--- src/rtl/gtimer_pkg.sv ---
package gtimer_pkg;
  typedef enum logic [2:0] {
    A_CNT_LO = 3'd0,
    A_CNT_HI = 3'd1,
    A_PER_LO = 3'd2,
    A_PER_HI = 3'd3,
    A_CTL_LO = 3'd4,
    A_CTL_HI = 3'd5,
    A_IRQ    = 3'd6
  } gt_addr_e;

  typedef struct packed {
    logic       join32;
    logic [1:0] psc;
    logic       gate;
    logic       ext;
    logic       run;
  } gt_ctrl_t;
endpackage

--- src/rtl/gtimer_prescaler.sv ---
module gtimer_prescaler #(
  parameter int PSC_W = 8
) (
  input  logic       clk,
  input  logic       rst,
  input  logic       clr,
  input  logic       adv,
  input  logic [1:0] sel,
  output logic       pulse
);
  logic [PSC_W-1:0] pcnt;
  logic [PSC_W-1:0] lim;

  always_comb begin
    case (sel)
      2'd0:    lim = PSC_W'(0);
      2'd1:    lim = PSC_W'(7);
      2'd2:    lim = PSC_W'(63);
      default: lim = PSC_W'(255);
    endcase
  end

  assign pulse = adv && !clr && (pcnt >= lim);

  always_ff @(posedge clk) begin
    if (rst || clr) pcnt <= '0;
    else if (adv)   pcnt <= (pcnt >= lim) ? '0 : pcnt + 1'b1;
  end

  assert_div1_every_tick_R1: assert property (@(posedge clk) disable iff (rst)
    (adv && !clr && sel == 2'd0) |-> pulse);
endmodule

--- src/rtl/gtimer_gate.sv ---
module gtimer_gate (
  input  logic clk,
  input  logic rst,
  input  logic gate_in,
  output logic level,
  output logic fall
);
  logic g2;

  always_ff @(posedge clk) begin
    if (rst) begin
      level <= 1'b0;
      g2    <= 1'b0;
    end else begin
      level <= gate_in;
      g2    <= level;
    end
  end

  assign fall = g2 && !level;
endmodule

--- src/rtl/gtimer_cascade.sv ---
module gtimer_cascade
  import gtimer_pkg::*;
#(
  parameter int HALF_W = 16,
  parameter int PSC_W  = 8
) (
  input  logic                  clk,
  input  logic                  rst,
  input  logic                  tick_en,
  input  logic                  ext_tick,
  input  logic                  gate_in,
  input  logic                  sleep_in,
  input  logic                  wr_en,
  input  logic [2:0]            wr_addr,
  input  logic [HALF_W-1:0]     wr_data,
  output logic [2*HALF_W-1:0]   count_out,
  output logic                  adc_trig,
  output logic                  irq_flag,
  output logic                  irq_req
);
  localparam int FULL_W = 2 * HALF_W;

  logic [HALF_W-1:0] cnt_q [2];
  logic [HALF_W-1:0] per_q [2];
  gt_ctrl_t          ctl_q [2];
  logic              irq_en;

  logic [1:0] adv, clr, pls, inc, wr_cnt, wr_ctl, wr_per;
  logic       gate_lvl, gate_fall, join32;

  assign join32 = ctl_q[0].join32;

  gtimer_gate u_gate (
    .clk(clk), .rst(rst), .gate_in(gate_in), .level(gate_lvl), .fall(gate_fall)
  );

  assign wr_cnt[0] = wr_en && wr_addr == A_CNT_LO;
  assign wr_cnt[1] = wr_en && wr_addr == A_CNT_HI;
  assign wr_per[0] = wr_en && wr_addr == A_PER_LO;
  assign wr_per[1] = wr_en && wr_addr == A_PER_HI;
  assign wr_ctl[0] = wr_en && wr_addr == A_CTL_LO;
  assign wr_ctl[1] = wr_en && wr_addr == A_CTL_HI;

  assign clr[0] = ctl_q[0].run && (wr_cnt[0] || (wr_ctl[0] && wr_data[0]) ||
                  (join32 && (wr_cnt[1] || wr_ctl[1])));
  assign clr[1] = ctl_q[1].run && (wr_cnt[1] || (wr_ctl[1] && wr_data[0]));

  for (genvar h = 0; h < 2; h++) begin : g_half
    logic src;
    logic gate_ok;
    assign src     = ctl_q[h].ext ? ext_tick : tick_en;
    assign adv[h]  = ctl_q[h].run && !sleep_in && src;
    assign gate_ok = !(ctl_q[h].gate && !ctl_q[h].ext) || gate_lvl;
    assign inc[h]  = pls[h] && gate_ok;

    gtimer_prescaler #(.PSC_W(PSC_W)) u_psc (
      .clk(clk), .rst(rst), .clr(clr[h]), .adv(adv[h]),
      .sel(ctl_q[h].psc), .pulse(pls[h])
    );

    always_ff @(posedge clk) begin
      if (rst) begin
        per_q[h] <= '0;
        ctl_q[h] <= '0;
      end else begin
        if (wr_per[h]) per_q[h] <= wr_data;
        if (wr_ctl[h]) ctl_q[h] <= gt_ctrl_t'({(h == 0) && wr_data[5], wr_data[4:0]});
      end
    end
  end

  logic [FULL_W-1:0] full_cnt, full_per;
  logic [HALF_W-1:0] n_cnt [2];
  logic              ev_match, ev_gate, n_flag, n_en;

  assign full_cnt = {cnt_q[1], cnt_q[0]};
  assign full_per = {per_q[1], per_q[0]};

  always_comb begin
    n_cnt[0] = cnt_q[0];
    n_cnt[1] = cnt_q[1];
    ev_match = 1'b0;
    if (join32) begin
      if (inc[0]) begin
        if (full_cnt == full_per) begin
          {n_cnt[1], n_cnt[0]} = '0;
          ev_match = 1'b1;
        end else begin
          {n_cnt[1], n_cnt[0]} = full_cnt + 1'b1;
        end
      end
    end else begin
      if (inc[0]) n_cnt[0] = (cnt_q[0] == per_q[0]) ? '0 : cnt_q[0] + 1'b1;
      if (inc[1]) begin
        ev_match = cnt_q[1] == per_q[1];
        n_cnt[1] = ev_match ? '0 : cnt_q[1] + 1'b1;
      end
    end
    if (wr_cnt[0]) n_cnt[0] = wr_data;
    if (wr_cnt[1]) n_cnt[1] = wr_data;
  end

  always_comb begin
    if (join32) ev_gate = gate_fall && ctl_q[0].run && ctl_q[0].gate && !ctl_q[0].ext;
    else        ev_gate = gate_fall && ctl_q[1].run && ctl_q[1].gate && !ctl_q[1].ext;
    n_flag = irq_flag;
    n_en   = irq_en;
    if (wr_en && wr_addr == A_IRQ) begin
      n_flag = wr_data[0];
      n_en   = wr_data[1];
    end
    if (ev_match || ev_gate) n_flag = 1'b1;
  end

  always_ff @(posedge clk) begin
    if (rst) begin
      cnt_q[0] <= '0;
      cnt_q[1] <= '0;
      adc_trig <= 1'b0;
      irq_flag <= 1'b0;
      irq_en   <= 1'b0;
      irq_req  <= 1'b0;
    end else begin
      cnt_q[0] <= n_cnt[0];
      cnt_q[1] <= n_cnt[1];
      adc_trig <= ev_match;
      irq_flag <= n_flag;
      irq_en   <= n_en;
      irq_req  <= n_flag && n_en;
    end
  end

  assign count_out = full_cnt;

  assert_sleep_holds_R11: assert property (@(posedge clk) disable iff (rst)
    (sleep_in && !wr_en) |=> $stable(count_out));
  assert_trig_sets_flag_R7: assert property (@(posedge clk) disable iff (rst)
    adc_trig |-> irq_flag);
  assert_flag_sticky_R7: assert property (@(posedge clk) disable iff (rst)
    (irq_flag && !(wr_en && wr_addr == A_IRQ)) |=> irq_flag);
  assert_req_needs_en_R8: assert property (@(posedge clk) disable iff (rst)
    $rose(irq_req) |-> (irq_en && irq_flag));
endmodule

--- config.mk ---
export PLATFORM = sky130hd
export DESIGN_NAME = gtimer_cascade
export DESIGN_NICKNAME = d
export VERILOG_FILES = /design/src/rtl/gtimer_pkg.sv /design/src/rtl/gtimer_prescaler.sv /design/src/rtl/gtimer_gate.sv /design/src/rtl/gtimer_cascade.sv
export SDC_FILE = /design/constraint.sdc
export NUM_CORES = 1
export LEC_CHECK = 0
export BUFFER_PORTS_ARGS = -buffer_cell sky130_fd_sc_hd__buf_4
export CORE_UTILIZATION = 59
export DETAILED_ROUTE_END_ITERATION = 7
export PLACE_DENSITY = 0.8
export RECOVER_POWER = 100
export SLEW_MARGIN = 10
export SYNTH_ARGS = -nofsm -noshare
export SYNTH_HDL_FRONTEND = slang
export SYNTH_SLANG_ARGS = --single-unit
--- constraint.sdc ---
create_clock -name clk -period 3.56 [get_ports clk]
set_input_delay 0.178 -clock clk [delete_from_list [all_inputs] [get_ports clk]]
set_output_delay 0.178 -clock clk [all_outputs]
set_load 0.1 [all_outputs]
==> results.md <==
* Skew final at 12.1 ps
* Final WL at 14300 um
* Clock power frac at 0.357
* Clk buf depth at 2
* Cts repair resizes at 0
* Gr usage total at 0.308
* Final WS setup at 415 ps
* Clk slew on worst S/H paths at 90 ps
* Period minus WS final at 3150 ps
* GP Congestion at 0.977
* Vias in the first global route at 4576
* RSZ-0062 raised after global routing: no
* Sequential Area at 2370 um2
* Hold Path Class: in -> reg
* Peak Freq at 0.318 GHz
* DRT antenna net count at 0
* Post-synthesis simple-gate area fraction at 0.273
* Slew Limit Fails at 0
* Largest family of logic cells by synthesized area: simple AND/OR/NAND/NOR gates
* IO Port Bufs at 60
* Worst-Skew Late Latency at 360 ps
* Status: finished, final reports clean
* Dpl hpwl at 10300 um
* DRT iter0 DRCs at 459
* Switching Fraction at 0.262
* WHS at 32.2 ps
* Reg-to-Reg Start: cnt_q[0][0]
* DRC at 0
* Hold_buf cts at 0
* Post-CTS Setup Bufs at 0
* Flop pwr share at 0.527
* Proportion of layout cells with a drive suffix above 1 at 0.0845
* Post-Place Setup Slack at 614 ps
* Worst R2R Setup Slack at 410 ps
* DRT Pass-1 Iters at 5
* Synth Area per Inst at 9.28 um2
* Adder-cell share of the synthesized area at 0.0233
* Layout Nets at 670
* Power share of the combinational group at 0.116
* CTS H-Tree Depth at 3
* Clock sinks at 97
* DIE HEIGHT at 97.4 um
* Commonest non-fill, non-tap cell in the layout: nor2_1
* Maximum vdd drop at 0.307 mV
* CP required at 3790 ps
* Setup TNS at 0 ps
* Post-Syn Area at 5370 um2
* Cells on worst reg2reg path at 7
* Critical Path Fanout Max at 10
* CP arrival at 3370 ps
* CTS buffer count at 9
* Primary FF master, synth: dfxtp_1
* Synth unique cells at 62
* Initial antenna violation count at 0
* Pin count of the biggest net entering global routing at 45
* Gate Count Post-Synth at 579
* Least-Margin Pin Slew at 1170 ps
* Hold path endpoint: u_gate.level
* CP startpoint kind: flop
* Number of synthesized flops with an enable pin at 43
* Max cap viols at 0
* Final hold vios at 0
* Register area share after synthesis at 0.442
* Synthesized flop and latch total at 97
* Initial Util at 0.613
* Core Rows at 34
* Post-synth ARST share at 0
* Grt ovf at 0
* CTS Root Cell: clkbuf_8
* Via density per instance at 6.41
* Commonest non-fill, non-tap cells in the layout: nor2_1, dfxtp_1, xor2_1
* Final Cycle Share at 0.883
* CTS tree: yes
* Fill cells at 750
* IO Pins at 61
* HP Start: gate_in
* Die Wd at 97.4 um
* Post-Syn Nets at 615
* Post-synthesis mux area share at 0.0130
* Drt wl/cell at 19.2 um
* Final setup violation count at 0
* YS warnings at 0
* Die ar. at 9490 um2
* CP Class: reg -> reg
* Area growth syn-to-layout at 11.3%
* Lkg Pwr at 0.00227 uW
* Worst Setup End Kind: flop
* Total vias in the final route at 4792
* Hold depth at 2
* Crit Reg-Reg Endpoint: cnt_q[0][3]
* Multi-input gate area at 2860 um2
* Synth Area in XOR/XNOR at 0.0880
* Relative slew slack at 0.220
* Post-synthesis compound-gate area fraction at 0.139
* Int Power at 1750 uW
* Core Area at 8760 um2
* PwrDens at 396 nW/um2
* First-pass GRT wire length at 23100 um
* Psw at 620 uW
* Inserted Diodes at 0
## cells in the mapped netlist, drive strengths merged (2+ instances only)
master    n  area share
nor2     70       0.049
dfxtp    54        0.20
xor2     46       0.075
edfxtp   43        0.24
nand2    40       0.028
and2     39       0.045
a21oi    26       0.028
o21ai    26       0.026
nor3     22       0.020
and3     20       0.023
nand3    20       0.019
clkbuf   18       0.013
a31oi    14       0.016
nand4    14       0.017
nor4     13       0.015
ha       10       0.023
nor2b     8      0.0093
xnor2     8       0.013
inv       7      0.0049
mux2i     7       0.013
nand2b    6      0.0070
o311a     6       0.011
a22oi     5      0.0070
nor3b     5       0.011
buf       4      0.0049
nand3b    4      0.0063
or4       4      0.0070
a2111oi   3      0.0049
a221oi    3      0.0049
and4      3      0.0049
o22ai     3      0.0035
o32ai     3      0.0077
a21o      2      0.0028
a41oi     2      0.0033
o21bai    2      0.0028
or2       2      0.0023
or3b      2      0.0033
## registers in the layout, indices dropped and copies added, names as in the netlist, 11 cells and up
register	count
g_half.u_psc.pcnt	16
ctl_q	11
per_q	32
cnt_q	32
## how the worst max path moves through the flow
stage	from	endpoint	slack, ps	cells after the start
finish	cnt_q[0][0]	cnt_q[0][3]	410	7
global placement	ctl_q[0][4]	cnt_q[0][30]	740	9
detailed placement	ctl_q[0][4]	cnt_q[0][28]	610	9
floorplan	cnt_q[0][4]	cnt_q[0][21]	570	6
CTS	ctl_q[0][4]	cnt_q[0][28]	590	9
global route	cnt_q[0][0]	cnt_q[0][3]	260	7
## cell families after synthesis
logic type | after synthesis
compound gates | 107
mux | 7
buf+inv | 29
simple gates | 275
fa+ha+maj | 10
xor+xnor | 54
flops | 97
## power by group through the flow
stage,Combinational [uW],Clock [uW],Sequential [uW]
5_1_grt,294,885,1250
4_1_cts,285,851,1250
2_1_floorplan,120,0,1330
3_3_place_gp,278,0,1270
3_5_place_dp,284,0,1270
6_report,276,846,1250
## metrics by stage
stage                     cells  instance area, um2  utilization  power, uW
after floorplan             579                5370            -       1450
after global routing        747                5980        0.682       2430
after global placement      731                5910        0.675       1550
after CTS                   747                6150        0.702       2380
final                       747                5980        0.682       2370
after detailed placement    731                5910        0.675       1560
## area by class of cell
type | instances | area share
clock buffer | 10 | 0.0213
multi-input combinational | 453 | 0.478
clock inverter | 6 | 0.0178
timing repair buffer | 66 | 0.0590
tap | 108 | 0.0226
inverter | 7 | 0.00440
sequential | 97 | 0.397
## worst max-delay path: stages (launching register included)
cell and delay [ps]:
dfxtp_1 470, xor2_1 140, nor4_1 390, nand4_1 400, a21oi_1 800, nor2b_1 390
a221oi_1 350, nor3_1 80
## routing by layer
layer	GRT usage	vias to the layer above	wire length, um
met5	0	-	0
met4	0.0894	0	349
met3	0.0597	40	1150
met2	0.512	244	6900
met1	0.409	2281	5930
li1	-	2227	-
No activity file was read; power rests on OpenSTA's default activity.
